$ cat config.mk
export PLATFORM = sky130hd
export DESIGN_NAME = prog_cmd_rx
export DESIGN_NICKNAME = d
export VERILOG_FILES = /design/src/rtl/prx_pkg.sv /design/src/rtl/prx_pin_sync.sv /design/src/rtl/prx_decode.sv /design/src/rtl/prog_cmd_rx.sv
export SDC_FILE = /design/constraint.sdc
export NUM_CORES = 1
export LEC_CHECK = 0
export BUFFER_PORTS_ARGS = -buffer_cell sky130_fd_sc_hd__clkbuf_2
export CAP_MARGIN = 15
export CORE_UTILIZATION = 50
export DETAILED_ROUTE_END_ITERATION = 16
export PLACE_DENSITY = 0.7
export SYNTH_ARGS = -nofsm -noshare
export SYNTH_HDL_FRONTEND = slang
export SYNTH_SLANG_ARGS = --single-unit
$ cat constraint.sdc
create_clock -name clk -period 2.54 [get_ports clk]
set_clock_uncertainty 0.1 [all_clocks]
set_input_delay 0.127 -clock clk [delete_from_list [all_inputs] [get_ports clk]]
set_output_delay 0.127 -clock clk [all_outputs]
set_load 0.005 [all_outputs]
$ cat src/rtl/prx_pkg.sv
package prx_pkg;
  typedef enum logic [2:0] {
    K_NONE, K_LOAD, K_READ, K_INC, K_BEGIN, K_END, K_ERASE
  } cmd_kind_e;

  typedef enum logic {
    ST_CMD,
    ST_FRAME
  } rx_state_e;
endpackage

$ cat src/rtl/prx_pin_sync.sv
module prx_pin_sync #(
  parameter int STAGES = 2
) (
  input  logic clk,
  input  logic rst,
  input  logic pin_clk,
  input  logic pin_dat,
  output logic clk_rise,
  output logic clk_fall,
  output logic dat_sync
);
  logic [STAGES-1:0] c_pipe;
  logic [STAGES-1:0] d_pipe;
  logic              c_last;

  generate
    if (STAGES == 1) begin : g_one
      always_ff @(posedge clk) begin
        if (rst) begin
          c_pipe <= '0;
          d_pipe <= '0;
        end else begin
          c_pipe <= pin_clk;
          d_pipe <= pin_dat;
        end
      end
    end else begin : g_many
      always_ff @(posedge clk) begin
        if (rst) begin
          c_pipe <= '0;
          d_pipe <= '0;
        end else begin
          c_pipe <= {c_pipe[STAGES-2:0], pin_clk};
          d_pipe <= {d_pipe[STAGES-2:0], pin_dat};
        end
      end
    end
  endgenerate

  always_ff @(posedge clk) begin
    if (rst) c_last <= 1'b0;
    else     c_last <= c_pipe[STAGES-1];
  end

  assign clk_rise = c_pipe[STAGES-1] & ~c_last;
  assign clk_fall = ~c_pipe[STAGES-1] & c_last;
  assign dat_sync = d_pipe[STAGES-1];
endmodule

$ cat src/rtl/prx_decode.sv
module prx_decode
  import prx_pkg::*;
(
  input  logic [3:0] op,
  output cmd_kind_e  kind
);
  always_comb begin
    unique case (op)
      4'b0010: kind = K_LOAD;
      4'b0100: kind = K_READ;
      4'b0110: kind = K_INC;
      4'b1000: kind = K_BEGIN;
      4'b1110: kind = K_END;
      4'b1001: kind = K_ERASE;
      default: kind = K_NONE;
    endcase
  end
endmodule

$ cat src/rtl/prog_cmd_rx.sv
module prog_cmd_rx
  import prx_pkg::*;
#(
  parameter int WORD_W      = 12,
  parameter int FRAME_W     = 14,
  parameter int CMD_W       = 6,
  parameter int SYNC_STAGES = 2
) (
  input  logic              clk,
  input  logic              rst,
  input  logic              mode_en,
  input  logic              pclk_pin,
  input  logic              pdat_pin,
  output logic              pdat_out,
  output logic              pdat_oe,
  output logic              strb_load,
  output logic              strb_read,
  output logic              strb_inc,
  output logic              strb_begin,
  output logic              strb_end,
  output logic              strb_erase,
  output logic [WORD_W-1:0] wr_word,
  output logic              wr_valid,
  input  logic [WORD_W-1:0] rd_word
);
  localparam int FRAME_CLKS = FRAME_W + 2;
  localparam int CNT_W      = $clog2(FRAME_CLKS + 1);
  localparam int CCNT_W     = $clog2(CMD_W + 1);
  localparam int PAD_W      = FRAME_W - WORD_W;
  localparam logic [CNT_W-1:0]  LAST_CLK  = CNT_W'(FRAME_CLKS - 1);
  localparam logic [CNT_W-1:0]  LAST_BIT  = CNT_W'(FRAME_W);
  localparam logic [CCNT_W-1:0] LAST_CMD  = CCNT_W'(CMD_W - 1);

  logic rst_i;
  assign rst_i = rst | ~mode_en;

  logic clk_rise, clk_fall, dat_sync;

  prx_pin_sync #(.STAGES(SYNC_STAGES)) u_sync (
    .clk      (clk),
    .rst      (rst_i),
    .pin_clk  (pclk_pin),
    .pin_dat  (pdat_pin),
    .clk_rise (clk_rise),
    .clk_fall (clk_fall),
    .dat_sync (dat_sync)
  );

  rx_state_e         state;
  logic [CMD_W-2:0]  cmd_sr;
  logic [CMD_W-1:0]  full_code;
  logic [CCNT_W-1:0] cmd_cnt;
  logic              is_read;
  logic [CNT_W-1:0]  fall_cnt;
  logic [CNT_W-1:0]  rise_cnt;
  logic [FRAME_W-1:0] rx_sr;
  logic [FRAME_W-1:0] tx_sr;
  cmd_kind_e         kind;

  assign full_code = {dat_sync, cmd_sr};

  prx_decode u_dec (
    .op   (full_code[3:0]),
    .kind (kind)
  );

  always_ff @(posedge clk) begin
    if (rst_i) begin
      state      <= ST_CMD;
      cmd_sr     <= '0;
      cmd_cnt    <= '0;
      is_read    <= 1'b0;
      fall_cnt   <= '0;
      rise_cnt   <= '0;
      rx_sr      <= '0;
      tx_sr      <= '0;
      pdat_out   <= 1'b0;
      pdat_oe    <= 1'b0;
      strb_load  <= 1'b0;
      strb_read  <= 1'b0;
      strb_inc   <= 1'b0;
      strb_begin <= 1'b0;
      strb_end   <= 1'b0;
      strb_erase <= 1'b0;
      wr_word    <= '0;
      wr_valid   <= 1'b0;
    end else begin
      strb_load  <= 1'b0;
      strb_read  <= 1'b0;
      strb_inc   <= 1'b0;
      strb_begin <= 1'b0;
      strb_end   <= 1'b0;
      strb_erase <= 1'b0;
      wr_valid   <= 1'b0;
      unique case (state)
        ST_CMD: begin
          if (clk_fall) begin
            cmd_sr <= full_code[CMD_W-1:1];
            if (cmd_cnt == LAST_CMD) begin
              cmd_cnt    <= '0;
              strb_load  <= (kind == K_LOAD);
              strb_read  <= (kind == K_READ);
              strb_inc   <= (kind == K_INC);
              strb_begin <= (kind == K_BEGIN);
              strb_end   <= (kind == K_END);
              strb_erase <= (kind == K_ERASE);
              if (kind == K_LOAD || kind == K_READ) begin
                state    <= ST_FRAME;
                is_read  <= (kind == K_READ);
                fall_cnt <= '0;
                rise_cnt <= '0;
              end
            end else begin
              cmd_cnt <= cmd_cnt + 1'b1;
            end
          end
        end
        ST_FRAME: begin
          if (clk_rise) begin
            rise_cnt <= rise_cnt + 1'b1;
            if (rise_cnt == '0) begin
              tx_sr <= {{PAD_W{1'b1}}, rd_word};
            end else if (is_read && rise_cnt <= LAST_BIT) begin
              pdat_out <= tx_sr[0];
              tx_sr    <= {1'b1, tx_sr[FRAME_W-1:1]};
              pdat_oe  <= 1'b1;
            end else begin
              pdat_oe <= 1'b0;
            end
          end
          if (clk_fall) begin
            fall_cnt <= fall_cnt + 1'b1;
            if (fall_cnt != '0 && fall_cnt <= LAST_BIT)
              rx_sr <= {dat_sync, rx_sr[FRAME_W-1:1]};
            if (fall_cnt == LAST_CLK) begin
              state   <= ST_CMD;
              pdat_oe <= 1'b0;
              if (!is_read) begin
                wr_valid <= 1'b1;
                wr_word  <= rx_sr[WORD_W-1:0];
              end
            end
          end
        end
        default: state <= ST_CMD;
      endcase
    end
  end

  // strobes and the write pulse never overlap
  a_r2_one_event: assert property (@(posedge clk) disable iff (rst)
    $onehot0({strb_load, strb_read, strb_inc, strb_begin, strb_end, strb_erase, wr_valid}));

  // the pad is driven only inside a read frame
  a_r6_oe_in_read: assert property (@(posedge clk) disable iff (rst)
    pdat_oe |-> (state == ST_FRAME && is_read));

  // output enable opens only after a programming-clock rise
  a_r6_oe_opens_on_rise: assert property (@(posedge clk) disable iff (rst)
    $rose(pdat_oe) |-> $past(clk_rise));

  // a loaded word appears only after a programming-clock fall
  a_r5_wr_after_fall: assert property (@(posedge clk) disable iff (rst)
    wr_valid |-> $past(clk_fall));

  // mode off silences the block on the next cycle
  a_r8_mode_off_quiet: assert property (@(posedge clk) disable iff (rst)
    !mode_en |=> (!pdat_oe && !wr_valid &&
                  !(strb_load | strb_read | strb_inc | strb_begin | strb_end | strb_erase)));
endmodule

* Yosys cells after proc, flatten, opt, wreduce, memory -nomap -nowiden
Cells that the tools add are included.
** Operators by class
- Magnitude comparators :: 2
- Muxes and demuxes :: 23
- Eq/ne operators :: 19
- $add $sub $neg :: 3
- Reduce and logical (&&, ||, !) cells :: 16
- Bitwise logic cells :: 12
** Operators with widths (count)
- $mux W14 :: 2
- $mux W5 :: 5
- $pmux W5 S2 :: 2
- $reduce_and A4 Y1 :: 5
- $pmux W3 S6 :: 1
- $eq A3 B3 Y1 const B :: 4
- $eq A4 B4 Y1 const B :: 3
- $mux W1 :: 11
- $add A5 B1 Y5 const B :: 2
- $le A5 B4 Y1 const B :: 2
- $ne A2 B2 Y1 const B :: 5
- $not A1 Y1 :: 9
- $eq A4 B3 Y1 const B :: 2
- $reduce_or A4 Y1 :: 2
- $eq A3 B2 Y1 const B :: 2
- $reduce_and A3 Y1 :: 2
- $eq A5 B4 Y1 const B :: 1
- $logic_not A5 Y1 :: 1
- $reduce_bool A5 Y1 :: 1
- $eq A4 B2 Y1 const B :: 1
- $add A3 B1 Y3 const B :: 1
- $eq A3 B1 Y1 const B :: 1
- $mux W3 :: 1
- $and A1 B1 Y1 :: 2
- other kinds (6) :: 7
** Storage, ports and cells
- Output and inout bits :: 21
- Input bits :: 17
- Bits in registers :: 74
- Word-level logic and storage cells :: 96

* Logic depth before layout (Yosys ltp)
- Depth after elaboration :: 8
- Gate-level depth with buffers :: 8
- Mapped depth without buffers :: 7

* Cells and area by module
Synthesis repeated with hierarchy kept, for this count alone.
** Second synthesis, totals
- Cell total of the unflattened synthesis :: 356
- Area total of the unflattened synthesis :: 3254.4 um^2
** By module, submodules not included
- prog_cmd_rx :: sequential area each 1381.3 um^2, area each 3051.7 um^2, cells an instance 336, times used 1
- prx_pin_sync :: sequential area each 100.1 um^2, area each 143.9 um^2, cells an instance 12, times used 1
- prx_decode :: sequential area each 0.0 um^2, area each 58.8 um^2, cells an instance 8, times used 1

* Worst setup path after synthesis
No wires, ideal clock.
- Path type :: reg2reg
- From :: reg rise_cnt[0]
- To :: reg tx_sr[13]
- Stages on the path, launching flop included :: 8
- Setup slack :: 0.835 ns
- Required time :: 2.308 ns
- Buffers on the path :: 1
- Arrival :: 1.473 ns
- Period minus slack after synthesis :: 1.705 ns
- Setup time :: 0.132 ns
- Path through :: dfxtp_1 > inv_1 > ha_1 > nand4b_1 > a21oi_1 > nand2b_1 > buf_2 > a21oi_1
** Between the ends
- Cells in the longest elaborated chain, start to end :: 4
- Elaborated cells between the ends (all ways) :: 6
- Those cells by class :: order compare (1); mux (1); reduce/logical (4)
** RTL lines
- from (decl) :: line prog_cmd_rx.sv:55 : logic [CNT_W-1:0] rise_cnt;
- from (signal assigned) :: line prog_cmd_rx.sv:120 : rise_cnt <= rise_cnt + 1'b1;
- $le A5 B4 Y1 :: line prog_cmd_rx.sv:123 : end else if (is_read && rise_cnt <= LAST_BIT) begin
- $logic_and A1 B1 Y1 :: line prog_cmd_rx.sv:123
- $reduce_bool A2 Y1 (no line)
- $reduce_and A3 Y1 (no line)
- to (signal assigned) :: line prog_cmd_rx.sv:122 : tx_sr <= {{PAD_W{1'b1}}, rd_word};
- to (signal assigned) :: line prog_cmd_rx.sv:125 : tx_sr <= {1'b1, tx_sr[FRAME_W-1:1]};
- to (decl) :: line prog_cmd_rx.sv:57 : logic [FRAME_W-1:0] tx_sr;
Several ways; a longest one is shown, not always the timed one.
A chain may end at the register's enable or synchronous reset.

* Worst setup path after layout
- From :: reg rise_cnt[0]
- To :: reg tx_sr[1]
Same word-level chain as after synthesis.

==> summary.md <==
| Metric | Value |
|---|---|
| Post-synth top area cell | dfxtp_1 |
| Slowest CP cell | nand2_1 |
| Main synth FF type | dfxtp_1 |
| CTS Root Cell | clkbuf_8 |
| Pins Over Slew Limit | 0 |
| Worst path bufs/invs | 1 |
| P_leak | 0.00127 uW |
| Yosys reg bits | 74 |
| Port bufs | 37 |
| Antenna violations before repair | 0 |
| Vias per inst | 5.31 |
| FFs w/ async S/R, synth | 0% |
| Detailed-route via count | 2416 |
| Drt wl/cell | 13.1 um |
| Ports | 38 |
| Initial Util | 51.7% |
| Syn Std Cell Area | 3050 um^2 |
| Htree depth | 3 |
| Fin crit period | 1.96 ns |
| TNS Setup | 0 ns |
| Worst Slack Setup Final | 0.583 ns |
| Critical Path End Type | flop |
| TritonCTS Sinks | 74 |
| Number of routed nets with antenna violations | 0 |
| Critical Path AT | 2.09 ns |
| Outcome | complete, no violations |
| Clk buf depth | 2 |
| Clk slew on worst S/H paths | 0.07 ns |
| First-pass GRT wire length | 9740 um |
| MaxCap Viol Count | 0 |
| Row Count | 28 |
| Grt total ovfl | 0 |
| Worst Max-Slew Pin Slew | 0.587 ns |
| DR pass1 iterations | 4 |
| Hold_ws | 0.0816 ns |
| Post-synth EDFFs | 0 |
| Count of final setup violators | 0 |
| Fin. Hold Viols | 0 |
| Max incr delay on CP | 0.42 ns |
| Worst-skew pair later-pin latency | 0.34 ns |
| Post-synth top area share | 48.6% |
| Area grow syn2layout | 19.7% |
| Final period util | 77.0% |
| Maximum vdd drop | 320 uV |
| Sequential share of the synthesized area | 48.6% |
| CTS Buf Count | 9 |
| Area contributors post-synth | dfxtp_1 49%, nand2_1 4.7%, o21ai_0 4.6%, a21oi_1 4.1%, nand3_1 3.8% |
| Post-placement cell area | 3280 um^2 |
| Die Area | 6410 um^2 |
| Dpl ws | 0.570 ns |
| Pin count of the biggest net entering global routing | 39 |
| Die X | 80.0 um |
| Fmax | 0.511 GHz |
| Crit-path cells | inv_1 -> ha_1 -> nor4b_1 -> nand2_1 -> o221ai_1 -> a21oi_1 |
| HPWL Detailed | 3830 um |
| Setup bufs post-CTS | 0 |
| Count leader, synth | dfxtp_1 |
| CORE AREA | 5890 um^2 |
| Power per cell area | 621 nW/um^2 |
| CTS tree | done |
| Synth Instances | 328 |
| Mean area per synthesized cell | 9.28 um^2 |
| DRC viols | 0 |
| Most frequent cells after synthesis | 74 x dfxtp_1, 38 x nand2_1, 28 x o21ai_0, 25 x a21oi_1, 23 x nand3_1 |
| Synth warnings | 0 |
| Layout cells sized above 1 | 22.1% |
| Worst setup path class | reg -> reg |
| Total Wirelength | 5970 um |
| GRT Resource Usage Total | 20.1% |
| Crit path max fanout | 12 |
| # diodes | 0 |
| Vias in the first global route | 2169 |
| Crit path launch type | flop |
| Placer Congestion | 0.690 |
| Die extent in y | 80.0 um |
| Crit-path leading delay family | simple AND/OR/NAND/NOR gates |
| DRT iter0 DRCs | 77 |
| Slew HR | 60.7% |
| Critical Path RT | 2.67 ns |
| Final #Nets | 399 |
| Syn_nets | 352 |
| RSZ-0062 raised after global routing | no |
| Design Area, Final | 3640 um^2 |
| Unique masters post-synth | 47 |
| Worst Hold Class | in -> reg |
[repair_timing]
| action | in CTS | in global routing |
|---|---|---|
| gates resized for setup | 0 | 0 |
| hold buffers | 14 | 0 |
| endpoints found under the hold margin | 14 | 0 |
[worst paths after layout]
kind	start	endpoint	slack (ns)	depth (start not counted)
worst min-delay path	rst	tx_sr[2]	0.08	4
worst max-delay path	rise_cnt[0]	tx_sr[1]	0.58	6
worst min register to register	u_sync.d_pipe[0]	u_sync.d_pipe[1]	0.34	1
worst max register to register	rise_cnt[0]	tx_sr[1]	0.58	6
[cells in the final DEF, fill, tap and decap left out, types with 2 or more instances in the layout]
| cell type | n |
|---|---|
| dfxtp_1 | 74 |
| o31ai_1 | 4 |
| or3b_2 | 2 |
| nand4_1 | 3 |
| clkbuf_2 | 37 |
| a21oi_2 | 7 |
| o221ai_1 | 6 |
| clkbuf_8 | 11 |
| nor2_1 | 15 |
| nand3_1 | 23 |
| nand2b_1 | 2 |
| ha_1 | 7 |
| o221ai_2 | 6 |
| nand2_1 | 38 |
| dlygate4sd3_1 | 14 |
| and2_1 | 5 |
| o21ai_0 | 28 |
| buf_4 | 7 |
| bufinv_16 | 2 |
| xor2_1 | 6 |
| a21oi_1 | 25 |
| mux2i_1 | 5 |
| inv_1 | 19 |
| nor3_1 | 3 |
| nand4b_1 | 4 |
| and3b_1 | 3 |
[kinds of logic (layout without fill, tap and decap cells)]
group	count (synthesis)	after routing	share of synthesized area [%]
XOR/XNOR	7	7	2.01
adder cells (fa/ha/maj)	7	7	2.88
multiplexers	5	5	1.64
flip-flops	74	74	48.6
AND/OR/NAND/NOR	113	113	20.9
buffers and inverters	42	94	6.57
AO/OA/AOI/OAI	80	80	17.4
[worst reg2reg max path, stage by stage, from the launching register on]
cell      delay, ns
dfxtp_1        0.33
inv_1          0.12
ha_1           0.17
nor4b_1        0.33
nand2_1        0.42
o221ai_1       0.31
a21oi_1        0.07
[area by class of cell]
type / instances / area, um^2
fillers: 519 / 2240
flip-flops and latches: 74 / 1480
multi-input cells: 212 / 1370
repair buffers: 59 / 398
clock buffers: 12 / 155
well taps: 75 / 93.8
clock inverters: 4 / 73.8
inverters: 19 / 71.3
[state kept, by name, summed over array words and instances (netlist names), 2 cells and up]
name,flops
cmd_sr,5
tx_sr,14
rx_sr,14
cmd_cnt,3
u_sync.d_pipe,2
wr_word,12
fall_cnt,5
rise_cnt,5
u_sync.c_pipe,2
[report_power, final]
group          internal (uW)  switching, uW
Sequential              1160          0.993
Clock                    607            421
Combinational           37.2           36.7
[routing by layer]
| layer | GRT usage, % | up-vias | routed length [um] |
|---|---|---|---|
| met5 | 0 | - | 0 |
| met4 | 9.11 | 0 | 115 |
| met3 | 5.14 | 10 | 177 |
| met2 | 33.7 | 42 | 2840 |
| met1 | 23.9 | 1128 | 2840 |
| li1 | - | 1236 | - |
[stage by stage]
stage | util, % | std cells | power (uW)
floorplan | - | 328 | 1220
global placement | 55.7 | 425 | 1240
detailed placement | 55.7 | 425 | 1250
CTS | 61.9 | 455 | 2280
global route | 61.9 | 455 | 2340
finish | 61.9 | 455 | 2260
Power figures use the tool's default switching activity.
